`src/rtl/lnk_pkg.sv`:
```
package lnk_pkg;
  localparam int FLIT_W    = 16;
  localparam int HALF_W    = FLIT_W / 2;
  localparam int SEQ_W     = 4;
  localparam int FRAME_LEN = 7;
  localparam int FIDX_W    = 3;

  localparam logic [FLIT_W-1:0] SOF_MARK = 16'hFB5C;
  localparam logic [FLIT_W-1:0] EOF_MARK = 16'hFD3E;

  localparam logic [HALF_W-1:0] CMD_MEM_RD = 8'h10;
  localparam logic [HALF_W-1:0] CMD_MEM_WR = 8'h11;
  localparam logic [HALF_W-1:0] CMD_IO_RD  = 8'h20;
  localparam logic [HALF_W-1:0] CMD_IO_WR  = 8'h21;
  localparam logic [HALF_W-1:0] CMD_CPL    = 8'h50;

  typedef struct packed {
    logic [HALF_W-1:0] src;
    logic [HALF_W-1:0] dst;
    logic [HALF_W-1:0] cmd;
    logic [HALF_W-1:0] tag;
    logic [FLIT_W-1:0] data;
  } payload_t;

  // strobes from control to datapath
  typedef struct packed {
    logic              wrEn;
    logic [SEQ_W-1:0]  wrSeq;
    logic [SEQ_W-1:0]  rdSeq;
    logic [FIDX_W-1:0] flitSel;
    logic              laneOn;
  } strobe_t;

  function automatic logic [15:0] crc16Msb(input logic [4*FLIT_W-1:0] msg);
    logic [15:0] c;
    logic fb;
    c = 16'hFFFF;
    for (int i = 4*FLIT_W-1; i >= 0; i--) begin
      fb = c[15] ^ msg[i];
      c  = {c[14:0], 1'b0};
      if (fb) c = c ^ 16'h1021;
    end
    return c;
  endfunction
endpackage

```
`src/rtl/lnk_tx_datapath.sv`:
```
module lnk_tx_datapath
  import lnk_pkg::*;
#(
  parameter int DEPTH = 4
) (
  input  logic              clk,
  input  logic              rst,
  input  strobe_t           strb,
  input  payload_t          wrPayload,
  output logic              laneValid,
  output logic [FLIT_W-1:0] laneFlit
);
  localparam int SLOT_W = $clog2(DEPTH);

  payload_t store [DEPTH];
  payload_t rdEntry;
  logic [FLIT_W-1:0] seqFlit, addrFlit, cmdFlit, crcFlit;

  always_ff @(posedge clk) begin
    if (strb.wrEn) store[strb.wrSeq[SLOT_W-1:0]] <= wrPayload;
  end

  always_comb begin
    rdEntry  = store[strb.rdSeq[SLOT_W-1:0]];
    seqFlit  = {{(FLIT_W-SEQ_W){1'b0}}, strb.rdSeq};
    addrFlit = {rdEntry.src, rdEntry.dst};
    cmdFlit  = {rdEntry.cmd, rdEntry.tag};
    crcFlit  = crc16Msb({seqFlit, addrFlit, cmdFlit, rdEntry.data});
  end

  always_comb begin
    case (strb.flitSel)
      3'd0:    laneFlit = SOF_MARK;
      3'd1:    laneFlit = seqFlit;
      3'd2:    laneFlit = addrFlit;
      3'd3:    laneFlit = cmdFlit;
      3'd4:    laneFlit = rdEntry.data;
      3'd5:    laneFlit = crcFlit;
      default: laneFlit = EOF_MARK;
    endcase
  end

  assign laneValid = strb.laneOn;


  slot_in_flight_kept_chk: assert property (@(posedge clk) disable iff (rst)
    (strb.laneOn && strb.wrEn) |-> (strb.wrSeq[SLOT_W-1:0] != strb.rdSeq[SLOT_W-1:0]));
endmodule

```
`src/rtl/lnk_tx_ctrl.sv`:
```
module lnk_tx_ctrl
  import lnk_pkg::*;
#(
  parameter int DEPTH = 4,
  parameter int CNT_W = 6
) (
  input  logic             clk,
  input  logic             rst,
  input  logic             inValid,
  output logic             inReady,
  input  logic             linkInit,
  input  logic [CNT_W-1:0] initCredits,
  input  logic             creditRet,
  input  logic             ackValid,
  input  logic [SEQ_W-1:0] ackSeq,
  input  logic             nakValid,
  input  logic [SEQ_W-1:0] nakSeq,
  output strobe_t          strb
);
  localparam logic [CNT_W-1:0]  NEED     = CNT_W'(FRAME_LEN);
  localparam logic [FIDX_W-1:0] LAST_IDX = FIDX_W'(FRAME_LEN - 1);
  localparam logic [SEQ_W-1:0]  FULL_OCC = SEQ_W'(DEPTH);

  logic [SEQ_W-1:0]  wrPtr, ackPtr, sendPtr, curSeq, pendSeq;
  logic [CNT_W-1:0]  credits;
  logic [FIDX_W-1:0] flitIdx;
  logic              busy, pendNak;

  logic [SEQ_W-1:0] occ, sentCnt, ackLimit, ackDist, nakDist;
  logic accept, ackOk, nakOk, canStart;

  always_comb begin
    occ      = wrPtr - ackPtr;
    sentCnt  = sendPtr - ackPtr;
    ackLimit = sentCnt - {{(SEQ_W-1){1'b0}}, busy};
    ackDist  = ackSeq - ackPtr;
    nakDist  = pendSeq - ackPtr;
    inReady  = (occ != FULL_OCC);
    accept   = inValid && inReady;
    ackOk    = ackValid && (ackDist < ackLimit);
    nakOk    = pendNak && (nakDist < sentCnt);
    canStart = !busy && !pendNak && (sendPtr != wrPtr) && (credits >= NEED);
  end

  always_ff @(posedge clk) begin
    if (rst) begin
      wrPtr <= '0; ackPtr <= '0; sendPtr <= '0; curSeq <= '0; pendSeq <= '0;
      credits <= '0; flitIdx <= '0; busy <= 1'b0; pendNak <= 1'b0;
    end else begin
      if (accept) wrPtr <= wrPtr + 1'b1;
      if (ackOk) ackPtr <= ackSeq + 1'b1;

      if (nakValid) begin
        pendNak <= 1'b1;
        pendSeq <= nakSeq;
      end else if (!busy && pendNak) begin
        pendNak <= 1'b0;
      end

      if (busy) begin
        if (flitIdx == LAST_IDX) busy <= 1'b0;
        else flitIdx <= flitIdx + 1'b1;
      end else if (pendNak) begin
        if (nakOk) sendPtr <= pendSeq;
      end else if (canStart) begin
        busy    <= 1'b1;
        flitIdx <= '0;
        curSeq  <= sendPtr;
        sendPtr <= sendPtr + 1'b1;
      end

      if (linkInit) credits <= initCredits;
      else credits <= credits - {{(CNT_W-1){1'b0}}, busy}
                              + {{(CNT_W-1){1'b0}}, creditRet};
    end
  end

  always_comb begin
    strb.wrEn    = accept;
    strb.wrSeq   = wrPtr;
    strb.rdSeq   = curSeq;
    strb.flitSel = flitIdx;
    strb.laneOn  = busy;
  end


  no_credit_underflow_chk: assert property (@(posedge clk) disable iff (rst)
    busy |-> (credits != '0));

  no_overflow_chk: assert property (@(posedge clk) disable iff (rst)
    occ <= FULL_OCC);

  frame_unbroken_chk: assert property (@(posedge clk) disable iff (rst)
    (busy && flitIdx != LAST_IDX) |=> busy);

  frame_starts_at_sof_chk: assert property (@(posedge clk) disable iff (rst)
    $rose(busy) |-> (flitIdx == '0));

  send_behind_write_chk: assert property (@(posedge clk) disable iff (rst)
    sentCnt <= occ);
endmodule

```
`src/rtl/lnk_credit_tx.sv`:
```
module lnk_credit_tx
  import lnk_pkg::*;
#(
  parameter int DEPTH = 4,
  parameter int CNT_W = 6
) (
  input  logic              clk,
  input  logic              rst,
  input  logic              inValid,
  output logic              inReady,
  input  logic [7:0]        inSrc,
  input  logic [7:0]        inDst,
  input  logic [7:0]        inCmd,
  input  logic [7:0]        inTag,
  input  logic [15:0]       inData,
  input  logic              linkInit,
  input  logic [CNT_W-1:0]  initCredits,
  input  logic              creditRet,
  input  logic              ackValid,
  input  logic [3:0]        ackSeq,
  input  logic              nakValid,
  input  logic [3:0]        nakSeq,
  output logic              laneValid,
  output logic [15:0]       laneFlit
);
  strobe_t  strb;
  payload_t wrPayload;

  assign wrPayload = '{src: inSrc, dst: inDst, cmd: inCmd, tag: inTag, data: inData};

  lnk_tx_ctrl #(.DEPTH(DEPTH), .CNT_W(CNT_W)) u_ctrl (
    .clk(clk), .rst(rst), .inValid(inValid), .inReady(inReady),
    .linkInit(linkInit), .initCredits(initCredits), .creditRet(creditRet),
    .ackValid(ackValid), .ackSeq(ackSeq), .nakValid(nakValid), .nakSeq(nakSeq),
    .strb(strb)
  );

  lnk_tx_datapath #(.DEPTH(DEPTH)) u_dp (
    .clk(clk), .rst(rst), .strb(strb), .wrPayload(wrPayload),
    .laneValid(laneValid), .laneFlit(laneFlit)
  );
endmodule

```
`config.mk`:
```
export PLATFORM = sky130hd
export DESIGN_NAME = lnk_credit_tx
export DESIGN_NICKNAME = d
export VERILOG_FILES = /design/src/rtl/lnk_pkg.sv /design/src/rtl/lnk_tx_datapath.sv /design/src/rtl/lnk_tx_ctrl.sv /design/src/rtl/lnk_credit_tx.sv
export SDC_FILE = /design/constraint.sdc
export NUM_CORES = 1
export LEC_CHECK = 0
export BUFFER_PORTS_ARGS = -buffer_cell sky130_fd_sc_hd__buf_4
export CORE_ASPECT_RATIO = 0.9
export CORE_MARGIN = 3
export CORE_UTILIZATION = 38
export CTS_CLUSTER_SIZE = 20
export DETAILED_ROUTE_END_ITERATION = 8
export PLACE_DENSITY_LB_ADDON = 0.25
export SLEW_MARGIN = 20
export SYNTH_ARGS = -nofsm -noshare
export SYNTH_HDL_FRONTEND = slang
export SYNTH_SLANG_ARGS = --single-unit
```
`constraint.sdc`:
```
create_clock -name clk -period 6.2 [get_ports clk]
set_input_delay 1.86 -clock clk [delete_from_list [all_inputs] [get_ports clk]]
set_output_delay 1.86 -clock clk [all_outputs]
set_load 0.05 [all_outputs]
```
### After elaboration in Yosys (flattened, before gate mapping)

Memories as Yosys holds them, arrays and structs flattened. A register that Yosys moved wholly into a read port is not among the register bits.
Index checks and enable logic that the tools add are counted.

| cells by class | value |
|---|---|
| $add $sub $neg | 11 |
| $lt $le $gt $ge | 3 |
| equality and inequality tests | 11 |
| muxes and demuxes | 71 |
| bitwise logic cells | 104 |
| reductions and logical operators | 16 |

Operator list:

| kind | number |
|---|---|
| two-way mux 13 bit | 52 |
| NOT 3 bit | 51 |
| case mux 16 bit (6 select lines) | 1 |
| XOR 1 bit | 48 |
| subtractor 4 bit | 4 |
| adder 4 x 1 -> 4 bit (second input constant) | 3 |
| two-way mux 3 bit | 4 |
| two-way mux 4 bit | 3 |
| equality test 3 bit (second input constant) | 3 |
| AND reduction 3 bit | 3 |
| less-than comparator 4 bit | 2 |
| two-way mux 1 bit | 8 |
| logical AND 1 bit | 7 |
| adder 6 x 1 -> 6 bit | 1 |
| equality test 3 x 2 -> 1 bit (second input constant) | 2 |
| greater-or-equal comparator 6 x 3 -> 1 bit (second input constant) | 1 |
| two-way mux 6 bit | 1 |
| nonzero test 2 bit | 3 |
| subtractor 6 x 1 -> 6 bit | 1 |
| two-way mux 2 bit | 2 |
| != test 2 bit (second input constant) | 2 |
| != test 4 x 3 -> 1 bit (second input constant) | 1 |
| != test 4 bit | 1 |
| subtractor 4 x 1 -> 4 bit | 1 |
| 7 further kinds | 11 |

| storage, ports and cells | value |
|---|---|
| register bits | 31 |
| RAM bits | 192 |
| bits of input ports | 69 |
| output and inout port bits | 18 |
| logic and storage cells | 226 |
| memories kept | 1 |

Memory list:

| name | words | bits a word | read ports | clocked after memory_dff | write ports | RTL line | RTL |
|---|---|---|---|---|---|---|---|
| u_dp.store | 4 | 48 | 1 | 1 | 1 | lnk_tx_datapath.sv:15 | `payload_t store [DEPTH];` |

### Logic depth before layout (Yosys ltp)

| logic depth | value |
|---|---|
| depth after elaboration | 104 |
| depth in mapped cells | 15 |
| gate-level depth less buffers | 14 |

### Modules after synthesis

From an unflattened synthesis, not the netlist that was laid out.

| unflattened totals | value |
|---|---|
| cell total of the unflattened synthesis | 755 |
| area total of the unflattened synthesis | 11691.2 sq um |

Modules (own cells, without submodules):

| module | instances | cells each | area an instance (sq um) | seq. area each (sq um) |
|---|---|---|---|---|
| lnk_tx_datapath | 1 | 507 | 9482.8 | 5765.5 |
| lnk_tx_ctrl | 1 | 248 | 2208.4 | 620.6 |

### Least setup slack after synthesis

OpenSTA, ideal clock, no wires.

| path | value |
|---|---|
| path kind | flip-flop to output port |
| start | reg (tool-made name) |
| end | out laneFlit[5] |
| data arrival time | 4.284 ns |
| data required time | 4.340 ns |
| setup slack | 0.056 ns |
| cell stages (with the launch flop) | 12 |
| buffers on the path | 1 |
| path through | dfxtp_1 buf_6 mux4_1 xor2_1 xnor3_2 xnor2_2 xnor2_1 xnor2_2 xnor3_2 xnor2_2 xnor2_1 o21ai_0 |

RTL lines:

| element | RTL line | RTL |
|---|---|---|
| end, declared | lnk_credit_tx.sv:24 | `output logic [15:0] laneFlit` |

==> reports/results.tsv <==
metric	value	unit
status	complete, but fails checks	
Synth Warn #	0	
synthesized flop and latch total	225	
htree depth	1	
synthesized instance count	741	
relative slew slack	31.5	%
R2R Setup Slk	3.26	ns
CTS tree	yes	
GPL Wtd Cong	0.928	
grt ovf	0	
DRT Pass-1 Iters	7	
# rows	59	
Critical Path End	laneFlit[10]	
Initial Utilization	39.2	%
core region area	29400	um^2
top cells by area, synth	edfxtp_1, mux4_2, xnor2_1, dfxtp_1, ha_1	
Crit Path Category	flip-flop to output port	
type of the most critical hold path	flip-flop to flip-flop	
root buf cell	clkbuf_16	
Layout area overhead	26.7	%
Post-Route WL	27600	um
clock transition at the registers of the reported paths	0.06	ns
antenna violations before repair	0	
Async S/R FF share, synth	0	%
Worst EP arrival	4.61	ns
I/O Buffers	86	
CTS Hold Bufs	0	
CTS max path bufs	3	
final worst setup slack	-0.269	ns
final slew viol count	0	
most common library cells after synthesis	edfxtp_1, xnor2_1, nor2_1, xor2_1, mux4_2	
die width	189	um
Crit Reg-Reg Startpoint	u_ctrl.wrPtr[0]$_SDFFE_PP0P_	
Inserted Clock Buffers	24	
die footprint	32400	um^2
worst slew pin tran	1.03	ns
worst hold slack	0.490	ns
Worst-Skew Late Latency	0.54	ns
Synth Net Count	852	
Residual DRC	0	
drt via density	5.04	
unrepaired setup endpoints after global routing	true	
starting DRC count in detailed routing	534	
Syn Area/Cell	15.5	um^2
largest net degree at the start of global routing	36	
Startpoint Class	flip-flop	
ANT cells	0	
min cycle time layout	6.47	ns
top-count cell post-synth	edfxtp_1	
hold path start	u_ctrl.ackPtr[1]$_SDFFE_PP0P_	
total global-route track usage	17.2	%
EDFF count, synth	192	
CP Max Fanout	4	
vias in the first global route	6908	
# IOs	87	
Synth top area share	50.1	%
violated checks	negative setup slack	
max frequency	0.155	GHz
CP endpoint kind	output port	
Max Cap Viol	0	
post-place setup slack	0.000871	ns
WL per Instance	20.8	um
HPWL after DPL	19300	um
clock skew	0.0198	ns
Req. time, crit path	4.34	ns
Cell variety after synth	48	
Antenna Nets Post-Route	0	
share of layout cells above drive strength 1	35.5	%
final setup fails	15	
Most used DFF post-synth	edfxtp_1	
global-route wire length before repair	42100	um
sinks on the clock net	225	
sequential fraction of the synthesis area	55.9	%
Netlist Area Pre-Place	11500	um^2
r2r endpoint	u_dp.store[2][9]$_DFFE_PP_	
die boundary height	171	um
leading area contributor after synthesis	edfxtp_1	
final hold vios	0	
worst r2r path cells	7	
nets@finish	1021	
Tcrit/Tclk final	104	%
vias post-DR	6659	
-- what timing repair did --
item,in CTS,in global routing
pin swaps,46,21
setup endpoints to repair,16,15
cloned,0,0
setup buffers,45,9
resized for setup,70,32
-- layout make-up --
class,instances,area (um^2)
Fill cell,2507,14800
Timing Repair Buffer,174,1460
Clock buffer,32,631
Clock inverter,10,130
Inverter,24,90.1
Tap cell,396,495
Sequential cell,225,6430
Multi-Input combinational cell,461,5350
-- worst max-delay path, cell delays in order (launching register included) --
cell       delay [ns]
dfxtp_4          0.36
buf_12           0.11
buf_12           0.11
mux4_2           0.56
xnor3_2          0.43
xor2_2           0.20
xnor3_2          0.41
xnor2_2          0.16
xnor3_1          0.42
xor3_2           0.48
buf_4            0.18
xnor2_1          0.14
o2111ai_1        0.25
buf_4            0.26
-- cell families after synthesis --
logic type | Yosys count | share of synthesized area (%)
muxes | 67 | 11.0
adders and majority gates | 42 | 4.83
xor gates and xnor gates | 179 | 17.6
and+or+nand+nor | 88 | 3.49
AOI/OAI and AO/OA | 85 | 4.88
DFF | 225 | 55.9
buffers and inverters | 55 | 2.33
-- cell usage in the layout (no fill, tap or decap), drive strengths merged, types with 2 or more instances in the layout --
| master | n |
|---|---|
| a211oi | 3 |
| mux2i | 21 |
| nor2 | 44 |
| bufinv | 2 |
| nor2b | 5 |
| dfxtp | 33 |
| edfxtp | 192 |
| a22o | 3 |
| a21oi | 28 |
| xor3 | 2 |
| a32oi | 2 |
| nand2 | 14 |
| o21ai | 10 |
| xnor3 | 24 |
| nand3 | 6 |
| nand4 | 2 |
| a222oi | 2 |
| xnor2 | 111 |
| ha | 38 |
| a21o | 8 |
| buf | 174 |
| nand2b | 5 |
| o211ai | 10 |
| xor2 | 42 |
| a22oi | 13 |
| fa | 4 |
| inv | 24 |
| a31oi | 2 |
| clkinv | 7 |
| clkbuf | 32 |
| and3 | 5 |
| mux4 | 46 |
| and2 | 3 |
-- worst min-delay path by stage --
stage                                               end  slack [ns]  cells after the start
after CTS                 u_ctrl.ackPtr[1]$_SDFFE_PP0P_        0.50                      2
after global placement    u_ctrl.ackPtr[1]$_SDFFE_PP0P_        0.48                      2
final                     u_ctrl.ackPtr[1]$_SDFFE_PP0P_        0.49                      2
after floorplan           u_ctrl.ackPtr[1]$_SDFFE_PP0P_        0.46                      2
after global routing      u_ctrl.ackPtr[1]$_SDFFE_PP0P_        0.52                      2
after detailed placement  u_ctrl.ackPtr[1]$_SDFFE_PP0P_        0.49                      2
-- metal layers --
layer,vias to the layer above,share of wire (%),global-route usage [%]
li1,3108,-,-
met3,38,5.0,2.68
met5,-,0,0
met2,167,47,27.2
met1,3346,45,24.5
met4,0,2.8,5.40
-- flip-flops by register name, summed over array words and instances (netlist names), named ones only --
signal	count
u_ctrl.ackPtr	4
u_ctrl.curSeq	4
u_ctrl.busy	1
u_ctrl.credits	6
u_ctrl.flitIdx	3
u_ctrl.sendPtr	4
u_ctrl.pendNak	1
u_dp.store	192
u_ctrl.pendSeq	4
u_ctrl.wrPtr	4
-- per-stage QoR --
stage | area, um^2 | util, % | instances | setup TNS [ns]
finish | 14600 | 49.6 | 1322 | -1.95
global route | 14600 | 49.6 | 1322 | -3.76
CTS | 14300 | 48.7 | 1314 | -2.30
detailed placement | 12800 | 43.4 | 1227 | 0
global placement | 12800 | 43.4 | 1227 | 0
floorplan | 11500 | - | 741 | 0
Power is not shown: default switching activity piles up to over one toggle a cycle in this logic, so the estimate is an artifact.
